**src/rtl/isa_tgt_pkg.sv**
```systemverilog
package isa_tgt_pkg;
    localparam int ADDR_W = 20;
    localparam int DATA_W = 16;
    localparam int LANE_W = 8;
    localparam int LANES  = DATA_W / LANE_W;
    localparam int HI_W   = ADDR_W - DATA_W;

    typedef struct packed {
        logic [ADDR_W-1:0] addr;   // latched 20-bit address
        logic              wr_n;   // previous sample of write strobe
        logic [DATA_W-1:0] wdata;  // last data seen while write strobe low
        logic              wqual;  // write cycle qualified
        logic              wword;  // write uses both lanes
        logic [LANES-1:0]  oe;     // lane output enables
        logic [DATA_W-1:0] rdata;  // registered read data
    } tgt_state_t;
endpackage

```
**src/rtl/isa_tgt_window.sv**
```systemverilog
module isa_tgt_window
    import isa_tgt_pkg::*;
#(
    parameter logic [ADDR_W-1:0] BASE = 20'hC8000,
    parameter int                SIZE = 256,
    localparam int               OFS_W = $clog2(SIZE)
) (
    input  logic [ADDR_W-1:0] addr,
    output logic              hit,
    output logic [OFS_W-1:0]  ofs
);
    localparam logic [ADDR_W:0] SIZE_X = (ADDR_W+1)'(SIZE);
    logic [ADDR_W:0] diff;

    always_comb begin
        diff = {1'b0, addr} - {1'b0, BASE};
        hit  = !diff[ADDR_W] && (diff < SIZE_X);
        ofs  = diff[OFS_W-1:0];
    end
endmodule

```
**src/rtl/isa_tgt_bank.sv**
```systemverilog
module isa_tgt_bank #(
    parameter int  DEPTH = 128,
    parameter int  WIDTH = 8,
    localparam int AW    = $clog2(DEPTH)
) (
    input  logic             clk,
    input  logic             we,
    input  logic [AW-1:0]    waddr,
    input  logic [WIDTH-1:0] wdata,
    input  logic [AW-1:0]    raddr,
    output logic [WIDTH-1:0] rdata
);
    logic [WIDTH-1:0] mem [DEPTH];

    always_ff @(posedge clk) begin
        if (we) mem[waddr] <= wdata;
    end

    assign rdata = mem[raddr];
endmodule

```
**src/rtl/isa_mux_mem_target.sv**
```systemverilog
module isa_mux_mem_target
    import isa_tgt_pkg::*;
#(
    parameter logic [ADDR_W-1:0] WIN_BASE  = 20'hC8000,
    parameter int                MEM_BYTES = 256
) (
    input  logic              clk,
    input  logic              rst_n,
    input  logic [DATA_W-1:0] bus_ad_i,
    output logic [DATA_W-1:0] bus_ad_o,
    output logic [LANES-1:0]  bus_oe_o,
    input  logic [HI_W-1:0]   addr_hi_i,
    input  logic              addr_stb_i,
    input  logic              aen_i,
    input  logic              bhe_n_i,
    input  logic              romsel_n_i,
    input  logic              memr_n_i,
    input  logic              memw_n_i
);
    localparam int OFS_W = $clog2(MEM_BYTES);
    localparam int WORDS = MEM_BYTES / LANES;
    localparam int WA_W  = OFS_W - 1;

    tgt_state_t st_q, st_d;

    logic              win_hit;
    logic [OFS_W-1:0]  win_ofs;
    logic [WA_W-1:0]   word_adr;
    logic              odd_byte;
    logic              cyc_ok;
    logic              commit;
    logic [LANES-1:0]  bank_we;
    logic [LANE_W-1:0] bank_wd [LANES];
    logic [LANE_W-1:0] bank_rd [LANES];

    isa_tgt_window #(.BASE(WIN_BASE), .SIZE(MEM_BYTES)) u_win (
        .addr (st_q.addr),
        .hit  (win_hit),
        .ofs  (win_ofs)
    );

    assign word_adr = win_ofs[OFS_W-1:1];
    assign odd_byte = win_ofs[0];

    for (genvar g = 0; g < LANES; g++) begin : g_bank
        isa_tgt_bank #(.DEPTH(WORDS), .WIDTH(LANE_W)) u_bank (
            .clk   (clk),
            .we    (bank_we[g]),
            .waddr (word_adr),
            .wdata (bank_wd[g]),
            .raddr (word_adr),
            .rdata (bank_rd[g])
        );
    end

    always_comb begin
        st_d   = st_q;
        cyc_ok = !aen_i && romsel_n_i && win_hit;

        // address phase
        if (addr_stb_i) st_d.addr = {addr_hi_i, bus_ad_i};

        // write phase: track data while strobe low, commit on its rise
        st_d.wr_n = memw_n_i;
        if (!memw_n_i) begin
            st_d.wdata = bus_ad_i;
            st_d.wqual = cyc_ok;
            st_d.wword = !bhe_n_i;
        end
        commit     = !st_q.wr_n && memw_n_i && st_q.wqual;
        bank_we[0] = commit && (st_q.wword || !odd_byte);
        bank_we[1] = commit && (st_q.wword || odd_byte);
        bank_wd[0] = st_q.wdata[LANE_W-1:0];
        bank_wd[1] = st_q.wword ? st_q.wdata[DATA_W-1:LANE_W]
                                : st_q.wdata[LANE_W-1:0];

        // read phase
        st_d.oe    = '0;
        st_d.rdata = '0;
        if (cyc_ok && !memr_n_i) begin
            st_d.oe = {!bhe_n_i, 1'b1};
            if (!bhe_n_i)
                st_d.rdata = {bank_rd[1], bank_rd[0]};
            else
                st_d.rdata = {{LANE_W{1'b0}}, odd_byte ? bank_rd[1] : bank_rd[0]};
        end
    end

    always_ff @(posedge clk or negedge rst_n) begin
        if (!rst_n) begin
            st_q       <= '0;
            st_q.wr_n  <= 1'b1;
        end else begin
            st_q <= st_d;
        end
    end

    assign bus_ad_o = st_q.rdata;
    assign bus_oe_o = st_q.oe;
endmodule

```
**config.mk**
```make
export PLATFORM = sky130hd
export DESIGN_NAME = isa_mux_mem_target
export DESIGN_NICKNAME = d
export VERILOG_FILES = /design/src/rtl/isa_tgt_pkg.sv /design/src/rtl/isa_tgt_window.sv /design/src/rtl/isa_tgt_bank.sv /design/src/rtl/isa_mux_mem_target.sv
export SDC_FILE = /design/constraint.sdc
export NUM_CORES = 2
export LEC_CHECK = 0
export ABC_AREA = 1
export BUFFER_PORTS_ARGS = -buffer_cell sky130_fd_sc_hd__buf_2
export CORE_ASPECT_RATIO = 0.6
export CORE_MARGIN = 8
export CORE_UTILIZATION = 40
export CTS_CLUSTER_DIAMETER = 50
export DETAILED_ROUTE_END_ITERATION = 6
export GPL_TIMING_DRIVEN = 0
export SLEW_MARGIN = 40
export SYNTH_ARGS = -nofsm -noshare
export SYNTH_HDL_FRONTEND = slang
export SYNTH_SLANG_ARGS = --single-unit
```
**constraint.sdc**
```tcl
create_clock -name clk -period 8.6 [get_ports clk]
set_input_delay 1.72 -clock clk [delete_from_list [all_inputs] [get_ports clk]]
set_output_delay 1.72 -clock clk [all_outputs]
set_load 0.03 [all_outputs]
```
==> out/qor.txt <==
status: finished, final reports clean
Avg Cell Area, Syn: 10.64 µm²
clk buf depth: 4
kind of critical path: reg -> reg
Pins Over Slew Limit: 0
hpwl dp: 228.2 mm
commonest cells after routing, fill and taps aside: nand2_1 (2,546), edfxtp_1 (2,048), inv_1 (957), nor2_1 (774), nand3_1 (670)
CTS resizes: 0
FP Rows: 134
Critical Path Sink Type: flop
critical path peak fanout: 10
depth of the worst hold-timing path: 2
NumNets Final: 8,785
Slew HR: 34.75%
DR vias: 64,739
detail-routed via count per cell: 5.438
Final Critical Period: 4.796 ns
GRT Overall Usage: 25.01%
top cell type by total area after synthesis: edfxtp_1
depth of the CTS H-tree: 4
Hold Path Class: reg -> reg
Final ANT Viol Nets: 0
Ys Warns: 0
Final Core Density: 46.54%
Hold Vio Cnt, Final: 0
area grow syn2layout: 15.88%
total die area: 0.2386 mm²
core region area: 0.2218 mm²
post-synthesis mux area share: 0.1011%
PwrDens: 224.2 mW/mm²
routed length per placed instance: 25.94 µm
WHS Endpoint: st_q[19]
layout cells sized above 1: 13.22%
TritonCTS clock tree: built
Setup TNS: 0 ns
Post-Synth XOR/XNOR Area: 0%
worst r2r src: st_q[38]
Post-Synthesis Cells: 8,374
syn nets: 8,402
largest family of logic cells by synthesized area: simple AND/OR/NAND/NOR gates
vias in the first global route: 57,815
Chip Height: 381.6 µm
io pins: 46
Clock Sinks: 2,105
first-pass GRT wire length: 428.3 mm
largest net degree at the start of global routing: 52
DR iter-0 viols: 10,838
CP Data Arrival Time: 5.28 ns
HP Start: st_q[19]
Worst setup SP type: flop
Highest Clock Rate: 208.5 MHz
fillers: 20,077
Power, Total: 23.15 mW
RSZ-0062 raised after global routing: no
total wire length: 308.9 mm
Adder-Cell Fraction of Synth Area: 0%
count of cell types in the netlist: 28
Least-Margin Pin Slew: 0.9788 ns
total CTS buffers: 195
Hold-fix buffers, CTS: 0
# Post-CTS Setup Buffers: 0
Max VDD drop: 163.6 µV
Final Cycle Share: 55.76%
initial antenna violation count: 22
mapped cell area: 0.08909 mm²
# DRC: 0
aggregate global routing overflow: 0
post-synth top area share: 69.03%
Reg2Reg Depth: 9
flop2flop setup slack: 3.80 ns
Clk Latency, worst-skew pair: 0.86 ns
Initial Util: 40.17%
Max Clock Skew: 0.03467 ns
RR Endpoint: g_bank[1].u_bank.mem[118][2]
GP Congestion: 0.9818
Worst-path clk slew: 0.07 ns
Synth Area in Compound Gates: 2.539%
FF+latch count, synth: 2,105
drt pass-1 iters: 7
maxcap violations: 0
Reg area: 0.06296 mm²
Buffers on Ports: 44
root buf cell: clkbuf_16
Synth Area in Simple Gates: 20.08%
Lkg Pwr: 41.20 nW
area of the multi-input gates: 0.02181 mm²
most common cell after layout, fill and taps aside: nand2_1
Setup Viol. Count Final: 0
Die Span X: 625.3 µm
synth top area cells: edfxtp_1 (69%), nand2_1 (11%), inv_1 (4.0%)
Worst EP required: 9.08 ns
sequential element share of the synthesized area: 70.63%
==> worst max-delay path: stages, from the launching register on <==
cell and delay (ns):
dfrtp_1 0.52, inv_2 0.29, buf_4 0.36, buf_4 0.36, buf_4 0.41, buf_2 0.39, nand2_1 0.58, buf_2 0.48
buf_16 0.23, nor3_2 0.74
==> logic make-up (layout without fill, tap and decap cells) <==
group                  count (synthesis)  count (layout)
flip-flops                          2105            2105
AO/OA/AOI/OAI                        448             448
buffers and inverters               1440            1967
AND/OR/NAND/NOR                     4373            4373
multiplexers                           8               8
other                                  0              13
==> layer usage <==
layer  up-vias  routed length, µm  GRT usage, %
met5         -                 13             0
met4         2               8298         6.018
met2      4340             113900         31.29
li1      28325                  -             -
met3       504              51390         9.704
met1     31568             135300         39.53
==> where the power goes <==
part	internal (mW)	total (mW)	leakage, nW	switching, mW
Sequential	11.5	11.5	19.1	0.0448
Combinational	0.676	2.91	19.1	2.24
Clock	4.80	8.74	3.04	3.93
Total	16.9	23.1	41.2	6.21
==> flip-flops by register name (all words and copies together) (netlist names) <==
register,cells
bus_ad_o,16
bank_wd,8
bus_oe_o,2
st_q,31
g_bank.u_bank.mem,2048
==> worst max path at each step <==
stage / from / end / cells after the start
floorplan: bank_wd[8] / g_bank[1].u_bank.mem[0][0] / 2
global placement: bank_wd[10] / g_bank[1].u_bank.mem[56][2] / 2
detailed placement: aen_i / bus_ad_o[13] / 8
CTS: st_q[38] / g_bank[1].u_bank.mem[62][1] / 8
global route: st_q[38] / g_bank[1].u_bank.mem[118][6] / 9
finish: st_q[38] / g_bank[1].u_bank.mem[118][2] / 9
==> synth_stat cells (all sizes together) <==
master / number
clkbuf: 161
dfstp: 1
nand3: 670
o211ai: 8
nor2: 782
buf: 318
mux2: 8
nand4: 34
edfxtp: 2048
nor3: 256
inv: 960
nand2: 2548
nand3b: 8
dfrtp: 56
or2: 73
clkinv: 1
o21ai: 413
nor4: 2
a21oi: 27
==> per-stage QoR <==
step,hold slack [ns],cell area [µm²],std cells,setup WS (ns)
2_1_floorplan,0.4471,89090,8374,0.4192
5_1_grt,0.5347,103200,11893,3.904
3_3_place_gp,0.4638,93060,11410,-12.88
6_report,0.4975,103200,11906,3.804
4_1_cts,0.4964,103000,11892,4.036
3_5_place_dp,0.4805,96860,11551,3.245
==> cell type report <==
cell class              count  share of cell area (%)
flip-flops and latches   2105                   60.98
multi-input cells        4829                   21.12
clock buffers             238                   5.083
well taps                2992                   3.626
inverters                 961                   3.494
repair buffers            186                   2.406
plain buffers             479                   2.364
clock inverters           103                  0.8908
diodes                     13                 0.03151
Note: power is estimated with default switching activity, not from simulation.
